$ cat config.mk
export PLATFORM = sky130hd
export DESIGN_NAME = hbd_decoder
export DESIGN_NICKNAME = d
export VERILOG_FILES = /design/src/rtl/hbd_pkg.sv /design/src/rtl/hbd_strobe_edges.sv /design/src/rtl/hbd_cfg_capture.sv /design/src/rtl/hbd_addr_resolve.sv /design/src/rtl/hbd_cmd_reg.sv /design/src/rtl/hbd_decoder.sv
export SDC_FILE = /design/constraint.sdc
export NUM_CORES = 1
export LEC_CHECK = 0
export ABC_CLOCK_PERIOD_IN_PS = 2900
export CAP_MARGIN = 15
export CORE_ASPECT_RATIO = 0.5
export CORE_MARGIN = 2
export CORE_UTILIZATION = 50
export DETAILED_ROUTE_END_ITERATION = 16
export DONT_BUFFER_PORTS = 1
export GPL_TIMING_DRIVEN = 0
export PLACE_DENSITY = 0.76
export SYNTH_ARGS = -nofsm -noshare
export SYNTH_HDL_FRONTEND = slang
export SYNTH_SLANG_ARGS = --single-unit
$ cat constraint.sdc
create_clock -name clk -period 2.9 [get_ports clk]
set_clock_uncertainty 0.15 [all_clocks]
set_input_delay 0.29 -clock clk [delete_from_list [all_inputs] [get_ports clk]]
set_output_delay 0.29 -clock clk [all_outputs]
set_load 0.005 [all_outputs]
$ cat src/rtl/hbd_pkg.sv
package hbd_pkg;

    localparam int BUS_W    = 16;
    localparam int IDX_W    = 5;
    localparam int CFG_SHR  = 0;
    localparam int CFG_WIDE = 2;
    localparam int CFG_SEP  = 15;

    typedef enum logic [1:0] {
        K_REG = 2'd0,
        K_TXD = 2'd1,
        K_RXD = 2'd2
    } acc_kind_e;

    typedef struct packed {
        acc_kind_e        kind;
        logic [IDX_W-1:0] idx;
        logic             word;
        logic             upper;
        logic             use_cmd;
    } sel_t;

    // width and byte-lane choice: {word, upper}
    function automatic logic [1:0] size_pick(input logic wide, input logic bw, input logic ul);
        logic w;
        w = wide & ~bw;
        return {w, (w ? 1'b0 : ul)};
    endfunction

    function automatic acc_kind_e data_kind(input logic is_wr);
        return is_wr ? K_TXD : K_RXD;
    endfunction

endpackage

$ cat src/rtl/hbd_strobe_edges.sv
module hbd_strobe_edges #(
    parameter int N = 4
) (
    input  logic         clk,
    input  logic         rst,
    input  logic [N-1:0] lvl_n_i,
    output logic [N-1:0] lead_o,
    output logic [N-1:0] trail_o
);
    logic [N-1:0] prev_q;

    for (genvar g = 0; g < N; g++) begin : g_edge
        always_ff @(posedge clk) begin
            if (rst) prev_q[g] <= 1'b1;
            else     prev_q[g] <= lvl_n_i[g];
        end
        assign lead_o[g]  =  prev_q[g] & ~lvl_n_i[g];
        assign trail_o[g] = ~prev_q[g] &  lvl_n_i[g];
    end
endmodule

$ cat src/rtl/hbd_cfg_capture.sv
module hbd_cfg_capture
    import hbd_pkg::*;
(
    input  logic             clk,
    input  logic             rst,
    input  logic             astb_low_i,
    input  logic             lead_write_i,
    input  logic             trail_i,
    input  logic [BUS_W-1:0] ad_i,
    output logic [BUS_W-1:0] cfg_o,
    output logic             done_o,
    output logic             mux_o
);
    logic pend_q;

    always_ff @(posedge clk) begin
        if (rst) begin
            cfg_o  <= '0;
            done_o <= 1'b0;
            mux_o  <= 1'b0;
            pend_q <= 1'b0;
        end else begin
            if (!done_o && astb_low_i)   mux_o  <= 1'b1;
            if (!done_o && lead_write_i) pend_q <= 1'b1;
            if (pend_q && trail_i) begin
                cfg_o  <= ad_i;
                done_o <= 1'b1;
                pend_q <= 1'b0;
            end
        end
    end
endmodule

$ cat src/rtl/hbd_addr_resolve.sv
module hbd_addr_resolve
    import hbd_pkg::*;
#(
    parameter logic [3:0] DATA_NIB = 4'h8
) (
    input  logic        shr_i,
    input  logic        wide_i,
    input  logic        sep_i,
    input  logic        mux_i,
    input  logic [6:0]  cmd_lo_i,
    input  logic        dsel_i,
    input  logic        wr_i,
    input  logic [13:0] ad_i,
    output sel_t        sel_o
);
    logic             sep_eff, have_dir;
    logic [6:0]       low_fld;
    logic [IDX_W-1:0] ix;
    logic             bw, ul;
    logic [1:0]       sz;

    assign sep_eff = sep_i & ~wide_i;
    assign low_fld = shr_i ? ad_i[6:0] : ad_i[7:1];

    always_comb begin
        have_dir = 1'b0;
        ix = cmd_lo_i[5:1];
        bw = cmd_lo_i[6];
        ul = cmd_lo_i[0];
        if (sep_eff) begin
            have_dir = |ad_i[13:8];
            if (have_dir) begin
                ix = ad_i[13:9];
                bw = 1'b1;
                ul = ad_i[8];
            end
        end else if (mux_i) begin
            have_dir = |low_fld;
            if (have_dir) begin
                ix = low_fld[5:1];
                bw = low_fld[6];
                ul = low_fld[0];
            end
        end
        sz = size_pick(wide_i, bw, ul);

        sel_o.use_cmd = 1'b0;
        if (dsel_i) begin
            sel_o.kind  = data_kind(wr_i);
            sel_o.idx   = {1'b0, DATA_NIB};
            sel_o.word  = wide_i;
            sel_o.upper = 1'b0;
        end else begin
            sel_o.use_cmd = ~have_dir & (|cmd_lo_i);
            sel_o.word    = sz[1];
            sel_o.upper   = sz[0];
            if (ix[3:0] == DATA_NIB) begin
                sel_o.kind = data_kind(wr_i);
                sel_o.idx  = {1'b0, ix[3:0]};
            end else begin
                sel_o.kind = K_REG;
                sel_o.idx  = ix;
            end
        end
    end
endmodule

$ cat src/rtl/hbd_cmd_reg.sv
module hbd_cmd_reg
    import hbd_pkg::*;
(
    input  logic             clk,
    input  logic             rst,
    input  logic             clr_i,
    input  logic             wr_i,
    input  logic             word_i,
    input  logic             upper_i,
    input  logic [BUS_W-1:0] data_i,
    output logic [BUS_W-1:0] q_o
);
    always_ff @(posedge clk) begin
        if (rst) begin
            q_o <= '0;
        end else if (wr_i) begin
            if (word_i)       q_o        <= data_i;
            else if (upper_i) q_o[15:8]  <= data_i[7:0];
            else              q_o[7:0]   <= data_i[7:0];
        end else if (clr_i) begin
            q_o[6:0] <= '0;
        end
    end
endmodule

$ cat src/rtl/hbd_decoder.sv
module hbd_decoder
    import hbd_pkg::*;
#(
    parameter logic [3:0] DATA_NIB = 4'h8
) (
    input  logic        clk,
    input  logic        rst,
    input  logic [15:0] ad_i,
    input  logic        chan_a_i,
    input  logic        data_sel_i,
    input  logic        addr_stb_n_i,
    input  logic        rd_stb_n_i,
    input  logic        wr_stb_n_i,
    input  logic        dat_stb_n_i,
    input  logic        rd_nwr_i,
    input  logic        csel_n_i,
    output logic        acc_valid_o,
    output logic        acc_write_o,
    output logic        acc_chan_a_o,
    output logic [1:0]  acc_kind_o,
    output logic [4:0]  acc_index_o,
    output logic        acc_word_o,
    output logic        acc_upper_o,
    output logic [15:0] cfg_o,
    output logic        cfg_done_o,
    output logic        mux_mode_o,
    output logic [15:0] cmd_addr_o
);
    localparam int NSTB = 4;   // 0 rd, 1 wr, 2 ds, 3 address strobe

    logic [NSTB-1:0] lead, trail;
    logic            ev, is_wr, acc_ev, trail_any;
    logic [15:0]     lat_ad;
    logic            lat_chan, lat_dsel;
    logic [15:0]     src_ad;
    logic            src_chan, src_dsel;
    sel_t            sel;
    logic            self_pend_q, self_word_q, self_upper_q;

    hbd_strobe_edges #(.N(NSTB)) edges_i (
        .clk(clk), .rst(rst),
        .lvl_n_i({addr_stb_n_i, dat_stb_n_i, wr_stb_n_i, rd_stb_n_i}),
        .lead_o(lead), .trail_o(trail)
    );

    assign ev        = (|lead[2:0]) & ~csel_n_i;
    assign is_wr     = lead[1] | (lead[2] & ~rd_nwr_i);
    assign acc_ev    = ev & cfg_done_o;
    assign trail_any = |trail[2:0];

    hbd_cfg_capture cfg_i (
        .clk(clk), .rst(rst),
        .astb_low_i(~addr_stb_n_i),
        .lead_write_i(ev & is_wr),
        .trail_i(trail_any),
        .ad_i(ad_i),
        .cfg_o(cfg_o), .done_o(cfg_done_o), .mux_o(mux_mode_o)
    );

    // address phase capture for multiplexed buses
    always_ff @(posedge clk) begin
        if (rst) begin
            lat_ad   <= '0;
            lat_chan <= 1'b0;
            lat_dsel <= 1'b0;
        end else if (trail[3]) begin
            lat_ad   <= ad_i;
            lat_chan <= chan_a_i;
            lat_dsel <= data_sel_i;
        end
    end

    assign src_ad   = mux_mode_o ? lat_ad   : ad_i;
    assign src_chan = mux_mode_o ? lat_chan : chan_a_i;
    assign src_dsel = mux_mode_o ? lat_dsel : data_sel_i;

    hbd_addr_resolve #(.DATA_NIB(DATA_NIB)) res_i (
        .shr_i(cfg_o[CFG_SHR]), .wide_i(cfg_o[CFG_WIDE]), .sep_i(cfg_o[CFG_SEP]),
        .mux_i(mux_mode_o), .cmd_lo_i(cmd_addr_o[6:0]),
        .dsel_i(src_dsel), .wr_i(is_wr), .ad_i(src_ad[13:0]),
        .sel_o(sel)
    );

    always_ff @(posedge clk) begin
        if (rst) begin
            self_pend_q  <= 1'b0;
            self_word_q  <= 1'b0;
            self_upper_q <= 1'b0;
        end else if (acc_ev) begin
            self_pend_q  <= is_wr && sel.kind == K_REG && sel.idx == '0;
            self_word_q  <= sel.word;
            self_upper_q <= sel.upper;
        end else if (trail_any) begin
            self_pend_q  <= 1'b0;
        end
    end

    hbd_cmd_reg cmd_i (
        .clk(clk), .rst(rst),
        .clr_i(acc_ev & sel.use_cmd),
        .wr_i(self_pend_q & trail_any),
        .word_i(self_word_q), .upper_i(self_upper_q),
        .data_i(ad_i),
        .q_o(cmd_addr_o)
    );

    always_ff @(posedge clk) begin
        if (rst) begin
            acc_valid_o  <= 1'b0;
            acc_write_o  <= 1'b0;
            acc_chan_a_o <= 1'b0;
            acc_kind_o   <= 2'd0;
            acc_index_o  <= '0;
            acc_word_o   <= 1'b0;
            acc_upper_o  <= 1'b0;
        end else begin
            acc_valid_o <= acc_ev;
            if (acc_ev) begin
                acc_write_o  <= is_wr;
                acc_chan_a_o <= src_chan;
                acc_kind_o   <= sel.kind;
                acc_index_o  <= sel.idx;
                acc_word_o   <= sel.word;
                acc_upper_o  <= sel.upper;
            end
        end
    end
endmodule

==> reports/summary.txt, run 1 <==
Max VDD drop: 0.324 mV
RSZ-0062 raised after global routing: no
Yosys cell types: 49
H-tree Lvls: 3
Period minus WS final: 2.64 ns
Post-synth top flop: dfxtp_1
post-route ant nets: 0
Net count, final: 455
WP data required: 2.95 ns
total track usage: 29.8%
Iter 0 DRT Violations: 425
RD Place Congestion: 0.977
Setup Viol. Count Final: 0
Lkg Pwr: 1.34 nW
Syn-to-layout area delta: 21.3%
Cell Count, Final, Fillers Out: 522
synthesized area: 3210 sq um
post-synthesis cell count: 396
routed wire length: 10.0 mm
PwrDens: 635 nW/um^2
IO Pins: 72
Via density: 5.90
Port Buffers: 0
full die area: 7110 sq um
critical path peak fanout: 7
CTS tree: yes
Site Rows: 20
final hold violations: 0
Congestion Overflow GR: 0
Critical Path Start Type: flip-flop
cts repair resizes: 0
Reg2Reg Depth: 6
# fillers: 545
Post-Place Cells: 484
first-pass GRT wire length: 15.2 mm
Reg2Reg Launch Point: cfg_i.mux_o
Pre-Repair DR Iteration Count: 5
core area: 6130 sq um
Setup CP Type: flip-flop to flip-flop
diodes inserted: 0
crit path DAT: 2.69 ns
TritonCTS Buffers: 9
Syn Nets: 422
Pins Over Slew Limit: 0
width of the chip: 117 um
post-synthesis async set-or-reset flop share: 0%
CP endpoint kind: flip-flop
sequential-to-total area share from yosys stat: 42.4%
max-cap violation count: 0
commonest non-fill, non-tap cell in the layout: nand2_1
Root Buffer: clkbuf_16
worst hold stages: 3
Rel. slew slack: 53.9%
number of enable flip-flop cells after synthesis: 0
vias after detailed routing: 3,081
Clock Sinks: 68
initial antenna violation count: 0
WL per Instance: 19.2 um
die height: 60.6 um
HP Start: addr_stb_n_i
post-CTS setup buffer count: 0
pin count of the biggest net entering global routing: 12
clk buf depth: 2
status: finished, final reports clean
yosys warns: 0
Achievable Freq: 0.379 GHz
number of synthesized register bits: 68
worst skew pair latency: 0.33 ns
Worst Tran Pin Value: 0.691 ns
setup TNS: 0 ns
launch point of the worst path: cfg_i.mux_o
vias in the first global route: 2,860
crit share post-route: 91.0%
clock-pin slew on the worst setup and hold paths: 0.05 ns
layout cells sized above 1: 7.60%
most frequent cells in the layout: 91 x nand2_1, 68 x dfxtp_1, 39 x a21oi_1
final HPWL from detailed placement: 6.74 mm
Hold WS: 0.00627 ns
Initial Util: 52.3%
post-route DRC violation count: 0
Tightest Hold Check Type: primary input to flip-flop
Avg Cell Area, Syn: 8.10 sq um
[metrics by stage]
step           utilization [%]  total power, mW  instance area (sq um)  setup WS [ns]
3_3_place_gp              54.1             1.16                   3320          0.301
4_1_cts                   63.4             2.46                   3890          0.286
6_report                  63.4             2.47                   3890          0.261
5_1_grt                   63.4             2.54                   3890          0.132
3_5_place_dp              54.1             1.16                   3320          0.312
2_1_floorplan                -             1.12                   3210          0.561
[cells in the mapped netlist (2+ instances only)]
cell | number | area, sq um
a211oi_1 | 13 | 97.6
nor2_1 | 38 | 143
o211ai_1 | 3 | 22.5
o211a_1 | 2 | 20.0
mux2i_1 | 17 | 170
or3_1 | 4 | 25.0
mux2_1 | 4 | 45.0
nand2_1 | 91 | 342
nand2b_1 | 7 | 43.8
o21ai_0 | 7 | 35.0
o31ai_1 | 4 | 30.0
a21oi_1 | 39 | 195
clkbuf_1 | 22 | 82.6
or2_2 | 5 | 31.3
a221oi_1 | 4 | 35.0
buf_2 | 2 | 10.0
a211o_1 | 2 | 17.5
buf_4 | 3 | 22.5
nor2b_1 | 6 | 37.5
nor4_1 | 2 | 12.5
nor3_1 | 10 | 50.1
a2bb2oi_1 | 7 | 61.3
mux4_2 | 3 | 67.6
dfxtp_1 | 68 | 1360
nand3_1 | 3 | 15.0
or2_0 | 3 | 18.8
a31oi_1 | 3 | 18.8
o22ai_1 | 3 | 18.8
[cell families after synthesis]
group | share of synthesized area [%]
buffers and inverters | 3.94
AOI/OAI and AO/OA | 21.6
DFF | 42.4
muxes | 8.81
and+or+nand+nor | 23.2
[worst max-delay path: stages (launching register included)]
cell	delay [ns]
dfxtp_1	0.34
clkbuf_1	0.36
mux4_2	0.59
a211o_1	0.37
a211oi_4	0.41
a2bb2oi_1	0.22
nor2_1	0.06
[layout make-up]
type                            count  area, sq um  share of cell area (%)
Buffer                             28          119                    3.06
Clock buffer                       12          256                    6.59
Clock inverter                      4         95.1                    2.44
Inverter                            2         7.51                   0.193
Multi-Input combinational cell    298         1720                    44.2
Sequential cell                    68         1360                    35.0
Tap cell                           88          110                    2.83
Timing Repair Buffer               22          220                    5.66
[metal layers]
metal	up-vias	GRT usage [%]	wire, um
met2	156	41.7	4130
met3	27	12.5	1170
met4	0	13.3	267
li1	1470	-	-
met5	-	0	0
met1	1428	40.3	4440
[report_power, final]
part / switching (mW) / total (mW) / internal [mW]
clock network: 0.404 / 1.29 / 0.886
logic: 0.123 / 0.206 / 0.0831
registers: 0.0188 / 0.975 / 0.957
[registers in the layout (all words and copies together) (netlist names)]
name	flops
acc_word_o	1
acc_write_o	1
lat_dsel	1
acc_kind_o	2
cfg_i.mux_o	1
edges_i.prev_q	4
cfg_i.cfg_o	16
acc_index_o	5
acc_valid_o	1
cfg_i.pend_q	1
self_pend_q	1
acc_upper_o	1
lat_chan	1
lat_ad	14
acc_chan_a_o	1
cfg_i.done_o	1
cmd_i.q_o	16
[timing repair]
item                                    4_1_cts  5_1_grt
endpoints found under the setup margin        0        0
hold endpoints to repair                     44        0
hold buffers                                 22        0
[final timing paths]
check,slack (ns),to
hold / removal,0.006,cfg_i.mux_o
hold reg to reg,0.31,lat_chan
setup / recovery,0.26,cmd_i.q_o[4]
setup reg to reg,0.26,cmd_i.q_o[4]
Note: power is estimated with default switching activity, not from simulation.
==> run 2: changes to the inputs <==
--- a/config.mk
+++ b/config.mk
@@ -9,11 +9,11 @@
 export CAP_MARGIN = 15
 export CORE_ASPECT_RATIO = 0.5
 export CORE_MARGIN = 2
-export CORE_UTILIZATION = 50
+export CORE_UTILIZATION = 55
 export DETAILED_ROUTE_END_ITERATION = 16
 export DONT_BUFFER_PORTS = 1
 export GPL_TIMING_DRIVEN = 0
-export PLACE_DENSITY = 0.76
+export PLACE_DENSITY = 0.81
 export SYNTH_ARGS = -nofsm -noshare
 export SYNTH_HDL_FRONTEND = slang
 export SYNTH_SLANG_ARGS = --single-unit
==> run 2 against run 1 <==
Register-to-register slack got worse by 0.08 ns. Hold slack improved by 0.036 ns. Die area shrank 8.6%. Worst setup slack got worse by 0.078 ns. Final cell count is 2.7% lower. Total power about the same. Clock power barely moved. Global-route usage up 3.4 points. Routed wire length rose by 4.5%. Utilization rose by 6.3 points. Non-clock buffer count increased by 1. Critical path type unchanged. Largest cell class unchanged. Largest power group unchanged.
==> reports/summary.txt, run 2 (same netlist as run 1, synthesis figures left out) <==
pin count of the biggest net entering global routing: 13
Port Buffers: 0
layout cells sized above 1: 7.82%
full die area: 6500 sq um
Setup Viol. Count Final: 0
commonest non-fill, non-tap cell in the layout: nand2_1
die height: 58.0 um
diodes inserted: 0
RD Place Congestion: 0.990
PwrDens: 637 nW/um^2
Initial Util: 57.7%
Crit path largest cell delay: 0.42 ns
Setup CP Type: flip-flop to flip-flop
width of the chip: 112 um
final HPWL from detailed placement: 7.23 mm
Critical Path Start Type: flip-flop
max-cap violation count: 0
IO Pins: 72
Max VDD drop: 0.437 mV
post-CTS setup buffer count: 0
total track usage: 33.1%
Site Rows: 19
Largest delay share family, worst path: compound AO/OA/AOI/OAI gates
critical-path cell list: clkbuf_1, buf_2, nand4_1, a211o_1, a211oi_4, a2bb2oi_1, nor2_1
post-route DRC violation count: 0
WP data required: 2.95 ns
H-tree Lvls: 3
routed wire length: 10.5 mm
biggest regs: cfg_i.cfg_o (16), cmd_i.q_o (16), lat_ad (14)
critical path peak fanout: 10
dpl cell area: 3300 sq um
Worst Tran Pin Value: 0.644 ns
Achievable Freq: 0.368 GHz
vias after detailed routing: 3,203
CTS tree: yes
initial antenna violation count: 0
post-route cell area: 3880 sq um
Net count, final: 456
worst skew pair latency: 0.34 ns
count of buffer and inverter cells on the critical path: 2
Pre-Repair DR Iteration Count: 5
Via density: 6.31
post-route ant nets: 0
Period minus WS final: 2.72 ns
Pins Over Slew Limit: 0
Iter 0 DRT Violations: 384
Clock Sinks: 68
crit share post-route: 93.7%
core area: 5560 sq um
status: finished, final reports clean
most frequent cells in the layout: 91 x nand2_1, 68 x dfxtp_1, 39 x a21oi_1
Rel. slew slack: 57.1%
Syn-to-layout area delta: 20.9%
Tightest Hold Check Type: primary input to flip-flop
fin worst setup slack: 0.182 ns
Lkg Pwr: 1.34 nW
crit path DAT: 2.77 ns
Root Buffer: clkbuf_16
Post-Place Worst Slack: 0.262 ns
clock-pin slew on the worst setup and hold paths: 0.05 ns
WL per Instance: 20.6 um
slowest stage cell, crit path: a211oi_4
TritonCTS Buffers: 9
setup TNS: 0 ns
vias in the first global route: 3,073
first-pass GRT wire length: 16.0 mm
CP endpoint kind: flip-flop
final hold violations: 0
clk buf depth: 2
Congestion Overflow GR: 0
RSZ-0062 raised after global routing: no
[run 2: layout make-up]
| type | instances | area [sq um] |
|---|---|---|
| flip-flops and latches | 68 | 1360 |
| clock buffers | 10 | 239 |
| repair buffers | 23 | 230 |
| fillers | 461 | 1680 |
| well taps | 73 | 91.3 |
| inverters | 2 | 7.51 |
| clock inverters | 6 | 111 |
| multi-input cells | 298 | 1720 |
| plain buffers | 28 | 119 |
[run 2: timing repair]
action / in CTS / in global routing
endpoints found under the hold margin: 43 / 1
resized for setup: 0 / 0
hold buffers: 22 / 1
[run 2: per-stage QoR]
step                      hold WS (ns)  util [%]  total power [mW]  instances
after floorplan                  0.244         -              1.12        396
after global placement           0.246      59.3              1.16        469
after detailed placement         0.247      59.3              1.16        469
after CTS                      0.00217      69.6              2.47        507
after global routing            0.0510      69.7              2.53        508
final                           0.0424      69.7              2.47        508
[run 2: path summary, 6_finish.rpt]
kind	end	depth (start not counted)	slack (ns)	start
worst max-delay path	cmd_i.q_o[6]	7	0.18	cfg_i.mux_o
worst min-delay path	cmd_i.q_o[8]	2	0.04	ad_i[0]
worst max register to register	cmd_i.q_o[6]	7	0.18	cfg_i.mux_o
worst min register to register	cfg_i.cfg_o[1]	2	0.32	cfg_i.cfg_o[1]
[run 2: power breakdown]
part	switching (mW)	total (mW)	internal, mW
combinational	0.128	0.212	0.0839
clock	0.422	1.29	0.863
sequential	0.0196	0.976	0.956
total	0.570	2.47	1.90
[run 2: routing by layer]
metal	vias up	track usage [%]	part of all wire, %
li1	1464	-	-
met4	0	12.0	1.8
met2	209	50.2	44
met5	-	0	0
met1	1502	44.3	42
met3	28	12.1	12
